File: src/rtl/vtg_genlock.sv
module vtg_genlock #(
  parameter int CW = 12,
  parameter int TW = 8
) (
  input  logic          clk,
  input  logic          rst_n,
  input  logic          ext_en,
  input  logic          comp_en,
  input  logic          interlace,
  input  logic [CW-1:0] h_end,
  input  logic [CW-1:0] h_sync_end,
  input  logic [CW-1:0] h_blank_end,
  input  logic [CW-1:0] h_blank_start,
  input  logic [CW-1:0] v_end,
  input  logic [CW-1:0] v_sync_end,
  input  logic [CW-1:0] v_blank_end,
  input  logic [CW-1:0] v_blank_start,
  input  logic [CW-1:0] h_preset,
  input  logic [CW-1:0] v_preset,
  input  logic [TW-1:0] vs_thresh,
  input  logic [CW-1:0] int_line,
  input  logic [CW-1:0] xfer_lines,
  input  logic          ext_hs_i,
  input  logic          ext_vs_i,
  input  logic          ext_cs_i,
  output logic [CW-1:0] hcnt_o,
  output logic [CW-1:0] vcnt_o,
  output logic          hsync_o,
  output logic          vsync_o,
  output logic          hblank_o,
  output logic          vblank_o,
  output logic          csync_o,
  output logic          sep_hs_o,
  output logic          sep_vs_o,
  output logic          field_o,
  output logic          irq_o,
  output logic          xfer_o
);
  localparam int WW = TW + 1;

  logic [CW-1:0] hcnt, vcnt, lcnt;
  logic [WW-1:0] wcnt;
  logic [CW:0]   hhalf;
  logic field, hs_q, vs_q, cs_q, sep_hs_q, sep_vs_q;
  logic hs_rise, vs_rise, cs_rise, cs_det, h_ld, v_ld, hwrap, vwrap, odd;

  assign hs_rise = ext_hs_i & ~hs_q;
  assign vs_rise = ext_vs_i & ~vs_q;
  assign cs_rise = ext_cs_i & ~cs_q;
  assign cs_det  = ext_cs_i && (wcnt == {1'b0, vs_thresh});
  assign h_ld    = ext_en && (comp_en ? cs_rise : hs_rise);
  assign v_ld    = ext_en && (comp_en ? cs_det : vs_rise);
  assign hwrap   = (hcnt == h_end);
  assign vwrap   = hwrap && (vcnt == v_end);
  assign hhalf   = ({1'b0, h_end} + (CW+1)'(1)) >> 1;
  assign odd     = interlace & field;

  always_ff @(posedge clk) begin
    if (!rst_n) begin
      hcnt <= '0; vcnt <= '0; lcnt <= '0; wcnt <= '0;
      field <= 1'b0; hs_q <= 1'b0; vs_q <= 1'b0; cs_q <= 1'b0;
      sep_hs_q <= 1'b0; sep_vs_q <= 1'b0;
    end else begin
      hs_q <= ext_hs_i;
      vs_q <= ext_vs_i;
      cs_q <= ext_cs_i;
      if (!ext_cs_i)
        wcnt <= '0;
      else if (wcnt <= {1'b0, vs_thresh})
        wcnt <= wcnt + WW'(1);
      hcnt <= h_ld ? h_preset : (hwrap ? '0 : hcnt + CW'(1));
      if (v_ld)
        vcnt <= v_preset;
      else if (hwrap)
        vcnt <= vwrap ? '0 : vcnt + CW'(1);
      field <= interlace & (field ^ (vwrap & ~v_ld));
      if (v_ld)
        lcnt <= '0;
      else if (hwrap)
        lcnt <= (vwrap || lcnt == xfer_lines - CW'(1)) ? '0 : lcnt + CW'(1);
      sep_hs_q <= ext_en & comp_en & cs_rise;
      sep_vs_q <= ext_en & comp_en & cs_det;
    end
  end

  assign hcnt_o   = hcnt;
  assign vcnt_o   = vcnt;
  assign field_o  = field;
  assign sep_hs_o = sep_hs_q;
  assign sep_vs_o = sep_vs_q;
  assign hsync_o  = hcnt < h_sync_end;
  assign hblank_o = (hcnt < h_blank_end) || (hcnt >= h_blank_start);
  assign vblank_o = (vcnt < v_blank_end) || (vcnt >= v_blank_start);
  assign vsync_o  = !odd ? (vcnt < v_sync_end)
                  : (((vcnt == '0) ? ({1'b0, hcnt} >= hhalf) : (vcnt < v_sync_end))
                     || ((vcnt == v_sync_end) && ({1'b0, hcnt} < hhalf)));
  assign csync_o  = comp_en && !ext_en && (hsync_o || vsync_o);
  assign irq_o    = (hcnt == '0) && (vcnt == int_line);
  assign xfer_o   = (hcnt == '0) && (lcnt == '0);
endmodule

File: config.mk
export PLATFORM = sky130hd
export DESIGN_NAME = vtg_genlock
export DESIGN_NICKNAME = d
export VERILOG_FILES = /design/src/rtl/vtg_genlock.sv
export SDC_FILE = /design/constraint.sdc
export NUM_CORES = 1
export LEC_CHECK = 0
export ABC_CLOCK_PERIOD_IN_PS = 3600
export BUFFER_PORTS_ARGS = -buffer_cell sky130_fd_sc_hd__buf_4
export CAP_MARGIN = 20
export CORE_MARGIN = 2
export CORE_UTILIZATION = 24
export CTS_CLUSTER_DIAMETER = 50
export DETAILED_ROUTE_END_ITERATION = 8
export SYNTH_ARGS = -nofsm -noshare
export SYNTH_HDL_FRONTEND = slang
export SYNTH_SLANG_ARGS = --single-unit
File: constraint.sdc
create_clock -name clk -period 3.6 [get_ports clk]
set_input_delay 0.54 -clock clk [delete_from_list [all_inputs] [get_ports clk]]
set_output_delay 0.54 -clock clk [all_outputs]
set_load 0.05 [all_outputs]
After elaboration in Yosys (flattened, before gate mapping)
Index checks and enable logic that the tools add are counted.

word-level totals
  input bits = 160
  output and inout port bits = 34
  register bits = 51
  word-level logic and storage cells = 77

cells by class
  muxes and demuxes = 10
  $add $sub $neg = 6
  equality and inequality tests = 6
  reductions and logical operators = 21
  order comparisons = 9
  bitwise logic cells = 15

operator list
  operator                                                               count
  12-bit two-way mux                                                     6
  12-bit equality test                                                   5
  12-bit < comparator                                                    5
  12-bit by 1-bit adder with 12-bit output (second input constant)       3
  12-bit >= comparator                                                   3
  12-bit zero test                                                       3
  12-bit by 1-bit adder with 13-bit output (second input constant)       1
  12-bit by 1-bit subtractor with 12-bit output (second input constant)  1
  9-bit by 1-bit adder with 9-bit output (second input constant)         1
  1-bit AND                                                              9
  9-bit by 8-bit equality test with 1-bit output                         1
  9-bit by 8-bit less-or-equal comparator with 1-bit output              1
  1-bit logical AND                                                      9
  1-bit logical OR                                                       5
  1-bit inverter                                                         5
  1-bit two-way mux                                                      4
  2-bit AND reduction                                                    1
  2-bit nonzero test                                                     1
  2-bit OR reduction                                                     1
  1-bit zero test                                                        1
  1-bit XOR                                                              1

Depth between registers and ports, before layout
Gate-level depths: netlist of run 1.

  depth after elaboration = 8
  mapped depth = 12

Worst setup path before layout of run 1
OpenSTA, ideal clock, no wires.

  kind = input-to-output
  start = input port h_end[0]
  end = output port csync_o
  cell stages on the path = 12
  data required time = 3.060 ns
  arrival time = 3.436 ns
  path slack = -0.376 ns
  cells stage by stage = ha_1 > and3_1 > nand3_1 > nor2_1 > xnor2_1 > ha_1 > a21o_1 > a21o_1 > a21o_1 > nor2_1 > a32oi_1 > a311oi_1

on the way
  longest elaborated chain between the ends = 7

RTL lines
  element                                                             line    text
  from (decl)                                                         10      input logic [CW-1:0] h_end,
  12-bit by 1-bit adder with 13-bit output (*)                        55      assign hhalf = ({1'b0, h_end} + (CW+1)'(1)) >> 1;
  12-bit >= comparator / 12-bit < comparator (equally long branches)  95, 96
  1-bit two-way mux / 1-bit logical AND (equally long branches)       95, 96
  1-bit logical OR (*)                                                96      || ((vcnt == v_sync_end) && ({1'b0, hcnt} < hhalf)));
  1-bit two-way mux (*)                                               94      assign vsync_o = !odd ? (vcnt < v_sync_end)
  1-bit logical OR (*)                                                97      assign csync_o = comp_en && !ext_en && (hsync_o || vsync_o);
  1-bit logical AND (*)                                               97
  to (decl)                                                           32      output logic csync_o,

Mark *: on every way between the ends. The rest lies on a longest branch, timed or not.

Worst setup path after layout of run 1
Ends and elaborated chain as after synthesis.

==> results of run 1 <==
[where the power goes]
part / switching [mW] / total [mW] / internal, mW
clock network: 0.240 / 0.572 / 0.332
registers: 0.0455 / 0.628 / 0.582
logic: 0.332 / 0.648 / 0.316
[metrics by stage]
stage	hold slack (ns)	utilization [%]
detailed placement	0.454	32.2
finish	0.449	32.9
floorplan	0.397	-
CTS	0.433	32.9
global placement	0.471	32.2
global route	0.445	32.9
[how the worst min path moves through the flow]
| stage | start | endpoint | slack (ns) | cells past startpoint |
|---|---|---|---|---|
| after floorplan | cs_q | sep_hs_o | 0.40 | 1 |
| after global placement | cs_q | sep_hs_o | 0.47 | 1 |
| after detailed placement | cs_q | sep_hs_o | 0.45 | 1 |
| after CTS | ext_vs_i | vs_q | 0.43 | 2 |
| after global routing | ext_vs_i | vs_q | 0.45 | 2 |
| final | ext_vs_i | vs_q | 0.45 | 2 |
[cells by family after synthesis]
group                    share of synthesized area (%)
multiplexers                                     0.338
flip-flops                                        17.3
adder cells (fa/ha/maj)                           20.9
buffers and inverters                             8.23
XOR/XNOR                                          12.6
AO/OA/AOI/OAI                                     16.7
AND/OR/NAND/NOR                                   24.0
[layer usage]
layer  up-vias  global-route usage, %  part of all wire (%)
li1       3136                      -                     -
met1      2800                   19.2                    45
met2       186                   27.2                    47
met3        17                   3.34                   6.7
met4         0                   3.04                   1.4
met5         -                      0                     0
[worst max-delay path, delay by kind of cell]
kind	cells	cell delay, ns
xor gates and xnor gates	1	0.12
adders and majority gates	2	0.48
and+or+nand+nor	4	0.45
buffers and inverters	2	0.37
AOI/OAI and AO/OA	5	0.88
[cells in the final DEF, fill, tap and decap left out, types with 6 or more instances in the layout]
cell | synthesis | layout
xnor2_1 | 63 | 63
nor4_1 | 11 | 11
nand3_1 | 29 | 29
nand4_1 | 26 | 26
a21oi_1 | 42 | 42
a31oi_1 | 12 | 12
nand2_1 | 40 | 40
nand2b_1 | 9 | 9
a21o_1 | 16 | 16
nor3b_1 | 10 | 10
and4_1 | 6 | 6
a211oi_1 | 7 | 7
and2_1 | 6 | 6
nor2_1 | 42 | 42
o21ai_0 | 44 | 44
or3_1 | 7 | 7
inv_1 | 95 | 95
nor3_1 | 21 | 21
nor2b_1 | 10 | 10
dfxtp_1 | 51 | 51
buf_4 | 0 | 214
and3_1 | 14 | 14
ha_1 | 99 | 99
xor2_1 | 22 | 22
[cell type report]
class                           instances  share of cell area [%]
Multi-Input combinational cell        599                    55.4
Timing Repair Buffer                  214                    20.1
Sequential cell                        51                    12.8
Tap cell                              324                    5.08
Inverter                               95                    4.47
Clock buffer                            5                    1.57
Clock inverter                          3                   0.596
[sequential cells by signal, indices dropped and copies added (netlist names)]
register  count
hcnt_o       12
lcnt         12
vcnt_o       12
wcnt          9
cs_q          1
field_o       1
hs_q          1
sep_hs_o      1
sep_vs_o      1
vs_q          1
==> results.md, run 1 <==
- Cts hold-fix bufs: 0
- Synth area leaders: ha_1 (21%), dfxtp_1 (17%), xnor2_1 (9.3%)
- Seq cells post-synth: 51
- Number of library cell types mapped by synthesis: 63
- Fmax: 297 MHz
- CTS H-Tree Depth: 2
- Setup slack after layout: 0.237 ns
- Syn_nets: 1032
- Cell Area, Synth: 0.00592 mm^2
- Post-CTS Setup Bufs: 0
- Global route overflow: 0
- Worst-Margin Slew: 0.737 ns
- Row cnt: 57
- Vias in the first global route: 6196
- Num CTS Buffers: 5
- Initial antenna violation count: 0
- Capturing point of the worst reg2reg path: lcnt[6]
- PwrDens: 231 mW/mm^2
- Sequential share of the synthesized area: 17.3%
- Share of cells above drive strength 1: 24.2%
- Worst Path Arrival: 2.82 ns
- Crit Path Max Fanout: 6
- Hold WC Path Type: input port to flip-flop
- Clk buf depth: 2
- Cells after Synth: 773
- Register clock-pin slew on the reported worst setup and hold paths: 0.07 ns
- CP max stage cell: ha_1
- Setup crit start: h_end[0]
- Number of flops mapped to enable cells by yosys: 0
- Tmin final: 3.36 ns
- Worst setup EP type: output port
- Unrepaired setup endpoints after global routing: false
- Detail Route Antenna Nets: 0
- Main synth FF type: dfxtp_1
- # resized after CTS: 0
- Drt first pass iters: 4
- Area of the multi-input gates: 0.00442 mm^2
- Top cells by count, synth: ha_1 (99), inv_1 (95), xnor2_1 (63), dfxtp_1 (51), o21ai_0 (44)
- Sink Count: 51
- Critical Path Max Stage Delay: 0.29 ns
- Drt via density: 4.76
- Setup crit end: csync_o
- Post-route cell area: 0.00798 mm^2
- # port buffers: 193
- Area delta synth->final: 34.9%
- Largest net degree at the start of global routing: 27
- Syn avg cell area: 7.65 um^2
- Crit path kind: input port to output port
- Total power: 1.85 mW
- CTS tree: built
- Leak: 3.82 nW
- Placed Area: 0.00781 mm^2
- Peak supply drop: 0.000148 V
- Crit path launch type: input port
- Area of the core: 0.0242 mm^2
- Setup WS pre-CTS: 0.243 ns
- Reg-to-Reg Start: hcnt_o[2]
- Most common cell in the netlist: ha_1
- FFs w/ async S/R, synth: 0%
- Root buffer cell: clkbuf_16
- Nets: 1225
- Die X: 161 um
- Worst reg2reg path depth: 6
- Worst clock skew: 0.0100 ns
- Tcrit/Tclk final: 93.4%
- Final TNS setup: 0 ns
- Filler instances: 2590
- Post-synth top area cell: ha_1
- First-pass GRT wire length: 32.0 mm
- Num ports: 194
- Synth top area share: 20.9%
- Most frequent CP cell: a21o_1
- Slew Viols, Final: 0
- Antenna Cells: 0
- Inst Count DP: 1283
- Worst skew pair latency: 0.30 ns
- Slew HR: 50.9%
- Initial Util: 24.4%
- 1st-iter DRT viols: 187
- R2r setup slk: 1.11 ns
- Max_cap viols: 0
- Layout Cells excl Fill: 1291
- GP Congestion: 0.810
- Worst-path cell chain: buf_4 > ha_1 > and3_1 > nand3_1 > nor2_1 > xnor2_1 > ha_1 > a21o_1 > a21o_1 > a21o_1 > nor2_1 > a32oi_1 > a311oi_2 > buf_4
- Die height: 161 um
- Hpwl dp: 16.2 mm
- WL per Instance: 15.4 um
- Die area: 0.0259 mm^2
- DRC Markers: 0
- # setup viols final: 0
- Worst path required time: 3.06 ns
- Gr usage total: 15.4%
- Status: finished clean
- Storage cell area: 0.00102 mm^2
- WL final: 19.9 mm
- Yosys warns: 0
- Routed vias: 6139
- Endpoints failing hold: 0
No activity file was read; power rests on OpenSTA's default activity.
==> run 2: changes to the inputs <==
--- a/config.mk
+++ b/config.mk
@@ -5,7 +5,7 @@
 export SDC_FILE = /design/constraint.sdc
 export NUM_CORES = 1
 export LEC_CHECK = 0
-export ABC_CLOCK_PERIOD_IN_PS = 3600
+export ABC_CLOCK_PERIOD_IN_PS = 3300
 export BUFFER_PORTS_ARGS = -buffer_cell sky130_fd_sc_hd__buf_4
 export CAP_MARGIN = 20
 export CORE_MARGIN = 2
==> constraint.sdc (replaced) <==
create_clock -name clk -period 3.3 [get_ports clk]
set_input_delay 0.495 -clock clk [delete_from_list [all_inputs] [get_ports clk]]
set_output_delay 0.495 -clock clk [all_outputs]
set_load 0.05 [all_outputs]
==> results.md, run 2 (synthesis results as in run 1) <==
- Worst skew pair latency: 0.30 ns (about the same)
- Worst clock skew: 0.00634 ns (-0.00366 ns)
- Switching Fraction: 33.1% (-0.28 points)
- Row cnt: 57 (unchanged)
- Worst path required time: 2.80 ns (-0.26 ns)
- Setup WS pre-CTS: -0.0558 ns (-0.299 ns)
- First-pass GRT wire length: 31.8 mm (-0.73%)
- WL final: 20.3 mm (+2.0%)
- Leak: 3.89 nW (+1.6%)
- Most frequent cells in the layout: buf_4 (225), ha_1 (97), inv_1 (95)
- Num CTS Buffers: 5 (unchanged)
- CTS tree: built
- # setup viols final: 0 (unchanged)
- Internal power: 1.37 mW (+12%)
- Drt via density: 4.79 (+0.77%)
- Initial antenna violation count: 0 (unchanged)
- # port buffers: 193 (unchanged)
- DRC Markers: 0 (unchanged)
- Antenna Cells: 0 (unchanged)
- Share of cells above drive strength 1: 25.9% (+1.7 points)
- Area of the core: 0.0242 mm^2 (unchanged)
- Detail Route Antenna Nets: 0 (unchanged)
- Worst-path cell chain: buf_4 > ha_1 > nand3_1 > or4_4 > ha_4 > nand4_1 > o21ba_2 > o21ai_0 > buf_4 > a311oi_4 > buf_6
- Clock share of power: 31.5% (+0.5 points)
- Storage cell area: 0.00102 mm^2 (unchanged)
- Critical Path Max Stage Delay: 0.54 ns (+0.25 ns)
- Switch Pwr: 0.681 mW (+10%)
- Slew HR: 52.2% (+1.3 points)
- Die X: 161 um (unchanged)
- Commonest non-fill, non-tap cell in the layout: buf_4
- WL per Instance: 15.5 um (+1.1%)
- Slew Viols, Final: 0 (unchanged)
- Clk buf depth: 2 (unchanged)
- Drt first pass iters: 4 (unchanged)
- Crit path kind: input port to output port
- Die height: 161 um (unchanged)
- PwrDens: 252 mW/mm^2 (+9.0%)
- Routed vias: 6244 (+1.7%)
- 1st-iter DRT viols: 249 (+33%)
- Hpwl dp: 16.5 mm (+1.6%)
- Worst-Margin Slew: 0.717 ns (-0.0195 ns)
- Sequential power share: 32.6% (-1.4 points)
- Gr usage total: 15.4% (about the same)
- Area of the multi-input gates: 0.00448 mm^2 (+1.4%)
- Crit Path Max Fanout: 3 (-3)
- Num ports: 194 (unchanged)
- Global route overflow: 0 (unchanged)
- Status: finished clean
- Register clock-pin slew on the reported worst setup and hold paths: 0.07 ns (about the same)
- Nets: 1237 (+0.98%)
- Endpoints failing hold: 0 (unchanged)
- CTS H-Tree Depth: 2 (unchanged)
- Largest net degree at the start of global routing: 27 (unchanged)
- Worst setup EP type: output port
- Combinational power share: 35.9% (+0.8 points)
- Die area: 0.0259 mm^2 (unchanged)
- Fmax: 312 MHz
- Peak supply drop: 0.000174 V (+17%)
- Tcrit/Tclk final: 97.3%
- Area delta synth->final: 37.6%
- GP Congestion: 0.853 (+5.4%)
- Tmin final: 3.21 ns
- CP max stage cell: or4_4
- Setup slack after layout: 0.0907 ns (-0.146 ns)
- Crit path launch type: input port
- Hold WC Path Type: input port to flip-flop
- Vias in the first global route: 6076 (-1.9%)
- Root buffer cell: clkbuf_16
- Filler instances: 2603 (+0.50%)
- Final TNS setup: 0 ns (unchanged)
- Max_cap viols: 0 (unchanged)
- Worst Path Arrival: 2.71 ns (-0.11 ns)
- Initial Util: 24.4% (unchanged)
- Sink Count: 51 (unchanged)
- Most frequent CP cell: buf_4
[run 2: cell types whose count changed in the layout (fill, tap and decap cells not counted), sizes merged]
cell    change
buf        +12
clkinv      -1
clkbuf      +1
[run 2: area by class of cell]
| type | instances | share of cell area [%] |
|---|---|---|
| Sequential cell | 51 | 12.5 |
| Inverter | 95 | 4.38 |
| Timing Repair Buffer | 226 | 20.9 |
| Clock buffer | 6 | 1.71 |
| Clock inverter | 2 | 0.476 |
| Tap cell | 324 | 4.98 |
| Multi-Input combinational cell | 599 | 55.0 |
[run 2: timing repair]
| action | 4_1_cts | 5_1_grt |
|---|---|---|
| setup buffers | 0 | 1 |
| cloned | 0 | 0 |
| setup endpoints to repair | 1 | 2 |
| endpoints found under the hold margin | 0 | 0 |
| pin swaps | 1 | 8 |
| gates resized for setup | 1 | 10 |
| hold buffers | 0 | 0 |
[run 2: metrics by stage]
| stage | area, um^2 | util [%] | hold WS, ns | total power, mW | std cells |
|---|---|---|---|---|---|
| after floorplan | 5930 | - | 0.397 | 1.08 | 773 |
| after global placement | 7910 | 32.6 | 0.434 | 1.41 | 1294 |
| after detailed placement | 7910 | 32.6 | 0.421 | 1.42 | 1294 |
| after CTS | 8090 | 33.3 | 0.394 | 2.08 | 1302 |
| after global routing | 8140 | 33.6 | 0.406 | 2.19 | 1303 |
| final | 8140 | 33.6 | 0.403 | 2.05 | 1303 |
[run 2: worst paths after layout]
kind / from / endpoint / slack (ns) / cells past startpoint
setup / recovery: h_end[0] / csync_o / 0.09 / 11
hold / removal: ext_vs_i / vs_q / 0.40 / 2
setup reg to reg: hcnt_o[5] / vcnt_o[10] / 0.75 / 6
hold reg to reg: cs_q / sep_hs_o / 0.46 / 1
[run 2: power groups by stage]
stage	clock [mW]	combinational [mW]	sequential (mW)
floorplan	0	0.346	0.739
global placement	0	0.723	0.686
detailed placement	0	0.734	0.686
CTS	0.669	0.740	0.671
global route	0.693	0.824	0.674
finish	0.647	0.738	0.670
[run 2: metal layers]
layer / global-route usage [%] / up-vias / part of all wire [%] / wire length (um)
li1: - / 3156 / - / -
met1: 19.5 / 2861 / 45 / 9040
met2: 25.8 / 203 / 46 / 9230
met3: 4.16 / 24 / 7.4 / 1500
met4: 3.90 / 0 / 2.4 / 484
met5: 0 / - / 0 / 0
[run 2: critical path: cells and delay by family]
kind	cells	cell delay, ns
compound gates	3	0.52
simple gates	3	0.79
fa+ha+maj	2	0.46
buf+inv	3	0.44
